## src/rtl/core_stall_seq.sv

```systemverilog
module core_stall_seq #(
  parameter int CNT_W = 32
) (
  input  logic             clk,
  input  logic             rst_n,
  input  logic             activate_i,
  input  logic             suspend_i,
  input  logic             imiss_i,
  input  logic             dmiss_i,
  input  logic             dmiss_rd_i,
  input  logic             miss_done_i,
  input  logic             switch_req_i,
  input  logic             stat_clr_i,
  output logic             tick_en_o,
  output logic             skip_fetch_o,
  output logic             late_exec_o,
  output logic             switch_ack_o,
  output logic [2:0]       state_o,
  output logic             err_o,
  output logic [CNT_W-1:0] istall_cnt_o,
  output logic [CNT_W-1:0] dstall_cnt_o
);
  localparam logic [2:0] S_IDLE = 3'd0, S_RUN = 3'd1, S_IMISS = 3'd2, S_IDONE = 3'd3,
                         S_DMISS = 3'd4, S_DSW = 3'd5, S_OUT = 3'd6;
  localparam logic [CNT_W-1:0] CNT_MAX = '1;

  logic [2:0]       st, st_n;
  logic             rd_q, rd_n, err_n, late_n, ack_n, iadd, dadd;
  logic [CNT_W-1:0] tmr, elapsed;
  logic [CNT_W:0]   isum, dsum, tinc;

  assign tick_en_o    = (st == S_RUN) || (st == S_IDONE);
  assign skip_fetch_o = (st == S_IDONE);
  assign state_o      = st;

  assign tinc    = {1'b0, tmr} + 1'b1;
  assign elapsed = tinc[CNT_W] ? CNT_MAX : tinc[CNT_W-1:0];
  assign isum    = {1'b0, istall_cnt_o} + {1'b0, elapsed};
  assign dsum    = {1'b0, dstall_cnt_o} + {1'b0, elapsed};

  always_comb begin
    st_n   = st;
    rd_n   = rd_q;
    err_n  = err_o;
    late_n = 1'b0;
    ack_n  = 1'b0;
    iadd   = 1'b0;
    dadd   = 1'b0;
    case (st)
      S_IDLE: begin
        if (switch_req_i) begin
          st_n = S_OUT; ack_n = 1'b1;
        end else if (activate_i) st_n = S_RUN;
        if (miss_done_i) err_n = 1'b1;
      end
      S_RUN: begin
        if (switch_req_i) begin
          st_n = S_OUT; ack_n = 1'b1;
        end else if (suspend_i) st_n = S_IDLE;
        else if (imiss_i) st_n = S_IMISS;
        else if (dmiss_i) begin
          st_n = S_DMISS; rd_n = dmiss_rd_i;
        end
        if (miss_done_i) err_n = 1'b1;
      end
      S_IMISS: begin
        if (switch_req_i) begin
          st_n = S_OUT; ack_n = 1'b1;
        end else if (miss_done_i) begin
          st_n = S_IDONE; iadd = 1'b1;
        end
      end
      S_IDONE: begin
        if (switch_req_i) begin
          st_n = S_OUT; ack_n = 1'b1;
        end else st_n = S_RUN;
        if (miss_done_i) err_n = 1'b1;
      end
      S_DMISS: begin
        if (miss_done_i) begin
          late_n = rd_q;
          dadd   = 1'b1;
          if (switch_req_i) begin
            st_n = S_OUT; ack_n = 1'b1;
          end else st_n = S_RUN;
        end else if (switch_req_i) st_n = S_DSW;
      end
      S_DSW: begin
        if (miss_done_i) begin
          late_n = rd_q; st_n = S_OUT; ack_n = 1'b1;
        end
      end
      default: st_n = S_OUT;
    endcase
  end

  always_ff @(posedge clk) begin
    if (!rst_n) begin
      st           <= S_IDLE;
      rd_q         <= 1'b0;
      err_o        <= 1'b0;
      late_exec_o  <= 1'b0;
      switch_ack_o <= 1'b0;
      tmr          <= '0;
      istall_cnt_o <= '0;
      dstall_cnt_o <= '0;
    end else begin
      st           <= st_n;
      rd_q         <= rd_n;
      err_o        <= err_n;
      late_exec_o  <= late_n;
      switch_ack_o <= ack_n;
      tmr          <= (st == S_IMISS || st == S_DMISS) ? elapsed : '0;
      if (stat_clr_i) begin
        istall_cnt_o <= '0;
        dstall_cnt_o <= '0;
      end else begin
        if (iadd) istall_cnt_o <= isum[CNT_W] ? CNT_MAX : isum[CNT_W-1:0];
        if (dadd) dstall_cnt_o <= dsum[CNT_W] ? CNT_MAX : dsum[CNT_W-1:0];
      end
    end
  end
endmodule

```

## config.mk

```make
export PLATFORM = sky130hd
export DESIGN_NAME = core_stall_seq
export DESIGN_NICKNAME = d
export VERILOG_FILES = /design/src/rtl/core_stall_seq.sv
export SDC_FILE = /design/constraint.sdc
export NUM_CORES = 1
export LEC_CHECK = 0
export BUFFER_PORTS_ARGS = -buffer_cell sky130_fd_sc_hd__buf_2
export CAP_MARGIN = 25
export CORE_UTILIZATION = 60
export DETAILED_ROUTE_END_ITERATION = 16
export PLACE_DENSITY_LB_ADDON = 0.3
export SLEW_MARGIN = 5
export SYNTH_ARGS = -nofsm -noshare
export SYNTH_HDL_FRONTEND = slang
export SYNTH_SLANG_ARGS = --single-unit
```

## constraint.sdc

```tcl
create_clock -name clk -period 4.87 [get_ports clk]
set_clock_uncertainty 0.1 [all_clocks]
set_input_delay 0.974 -clock clk [delete_from_list [all_inputs] [get_ports clk]]
set_output_delay 0.974 -clock clk [all_outputs]
set_load 0.03 [all_outputs]
```

==> results.toml <==
[run_status]
outcome = "complete, no violations"

[synth]
synth_nets = 1001
synth-async-reset-ratio = 0
combined_area_of_all_synthesized_cells_um2 = 7410
synth-seq-cells = 103
synth_seq_area_share = 0.278
post_synth_edffs = 0
post_synth_inst_count = 924
netlist-cell-type-count = 72
synth_ff_type = "sky130_fd_sc_hd__dfxtp_1"
synthesis.yosys.warnings = 0
synth.avg_cell_area_um2 = 8.02

[route]
detail_route.wirelength_um = 19500
route.detailed.wl_per_inst_um = 17.1
post-route-drc-count = 0
detailedRoute.firstIterationViolations = 571
avgViaCountPerCell = 6.19
route.vias.total = 7051
drt.antenna.violating_nets = 0
detailedRoute.firstPassIterationCount = 5

[clock_network]
cts_max_path_buffers = 2
root_cell_of_the_clock_tree = "sky130_fd_sc_hd__clkbuf_16"
cts-htree-levels = 3
cts_inserted_buffers = 9
tritoncts_clock_tree = "built"
clock_sinks = 103
clock_insertion_delay_worst_skew_ps = 360
cts.hold.buffers_added = 0
clkTransAtPathRegs_ps = 70

[power]
total_power_of_the_final_layout_uw = 1980
ir_drop_mv = 0.219
cellPowerDensity_nw_per_um2 = 239
leakage_uw = 0.00378

[final_layout]
diodes = 0
finalNetCount = 1064
area_growth_pct = 12.0
layout_commonest_cell = "sky130_fd_sc_hd__a21oi_1"
finalCoreUtilization = 0.691
mostFrequentLayoutCells = "117 x sky130_fd_sc_hd__a21oi_1, 103 x sky130_fd_sc_hd__dfxtp_1, 92 x sky130_fd_sc_hd__nand2_1"
drive_above_1_share = 0.165

[global_route]
globalRouteTotalUtil = 0.306
global_route_wire_length_before_repair_um = 31200
grt_max_degree = 65
grt_remaining_overflow = 0
grt_pass1_vias = 6185
number_of_antenna_violations_at_the_first_check_in_global_routing = 0

[sta]
setup_violations = 0
timing_max_transition_violations_final = 0
setup_tns_ps = 0
worst_slew_pin_slew_ps = 650
rsz0062_at_grt = "false"
fmax_mhz = 219
fin_crit_ps = 4570
timing.final.crit_share = 0.938
relSlewSlack = 0.566
timing_hold_violations_final = 0

[floorplan]
core_footprint_um2 = 12000
die_height_um = 113
pin_count = 82
die-area_um2 = 12800
floorplan.initialDensity = 0.617
die_width_um = 113
rows = 40

[hold_path]
worst_min_delay_path_class = "flop to flop"

[setup_path]
critical_path_buf_inv_count = 1
criticalPathCategory = "flop to flop"
worst_path_arrival_time_ps = 4720
slowest_stage = "sky130_fd_sc_hd__or4_1"
start_kind = "flop"
cp_cell_sequence = "and4_1 -> nand3_1 -> nor4_2 -> nand2_1 -> or2_1 -> buf_6 -> nand2_1 -> ha_1 -> a21oi_1 -> o22ai_1 -> o22ai_1 -> o211ai_1 -> a221o_1 -> or4_1 -> nand3_1 -> a21oi_2"
timing.critical_path.slowest_cell_delay_ps = 420
worstPathRequired_ps = 5020
worst_setup_path_end_kind = "flop"
cp_max_fo = 44
cp_top_delay_family = "simple AND/OR/NAND/NOR gates"

[placement]
placement.io_buffers = 81
place_congestion = 0.970
hpwl_um = 14400

[run]
drv.max_cap_violation_count = 0
## flip-flops by register name, summed over array words and instances (netlist names)
name / count
dstall_cnt_o: 32
err_o: 1
istall_cnt_o: 32
late_exec_o: 1
rd_q: 1
state_o: 3
switch_ack_o: 1
tmr: 32
## cell type report
| type | count | area [µm²] |
|---|---|---|
| Multi-Input combinational cell | 756 | 5110 |
| Fill cell | 1043 | 3710 |
| Sequential cell | 103 | 2060 |
| Timing Repair Buffer | 96 | 546 |
| Clock buffer | 11 | 243 |
| Tap cell | 147 | 184 |
| Clock inverter | 5 | 81.3 |
| Inverter | 21 | 78.8 |
## routing by layer
layer / track usage / share of wire / vias up / routed length (µm)
met4: 0.127 / 0.027 / 0 / 523
met2: 0.476 / 0.45 / 228 / 8660
met5: 0 / 0 / - / 0
met1: 0.426 / 0.47 / 3261 / 9190
li1: - / - / 3524 / -
met3: 0.0402 / 0.055 / 38 / 1080
## path summary, 6_finish.rpt
check | start | end | slack, ps | cells after the start
setup reg to reg | tmr[9] | istall_cnt_o[31] | 300 | 16
setup / recovery | tmr[9] | istall_cnt_o[31] | 300 | 16
hold / removal | rd_q | late_exec_o | 340 | 2
hold reg to reg | rd_q | late_exec_o | 340 | 2
## repair_timing
action                     CTS  global route
setup endpoints to repair    0            48
buffers inserted             0             1
resized for setup            0             6
## power by group
group,internal (µW),switching [µW]
clock network,466,347
logic,87.7,187
registers,866,30.7
## worst min-delay path, stage by stage (launching register included)
cell	delay (ps)
sky130_fd_sc_hd__dfxtp_1	310
sky130_fd_sc_hd__nand2_1	60
sky130_fd_sc_hd__nor2_1	30
## logic make-up (layout without fill, tap and decap cells)
group,count (synthesis),in the layout,share of synthesized area
buffers and inverters,65,133,0.0371
AND/OR/NAND/NOR,263,263,0.174
flip-flops,103,103,0.278
AO/OA/AOI/OAI,343,343,0.296
adder cells (fa/ha/maj),67,67,0.115
XOR/XNOR,76,76,0.0898
multiplexers,7,7,0.00979
## metrics by stage
step	hold WS (ps)	instance area, µm²	cells	worst slack [ps]
CTS	341	8270	1138	144
finish	340	8300	1139	301
global route	361	8300	1139	27.3
global placement	325	7930	1121	317
detailed placement	330	7940	1122	190
floorplan	309	7410	924	669
## synthesized netlist by cell type, drive strengths merged (9+ instances only)
library cell  number  area share
a21o              26       0.026
a21oi            140        0.11
a31oi             13       0.011
and3              11       0.010
and4               9       0.011
buf               11      0.0098
clkbuf            33       0.017
dfxtp            103        0.28
ha                65        0.11
inv               21       0.011
nand2             92       0.047
nand2b             9      0.0076
nand3             25       0.017
nand4             13       0.011
nor2              52       0.026
nor2b             13       0.011
nor3              16       0.011
o21ai             93       0.064
xnor2             38       0.045
xor2              38       0.045
Note: power is estimated with default switching activity, not from simulation.
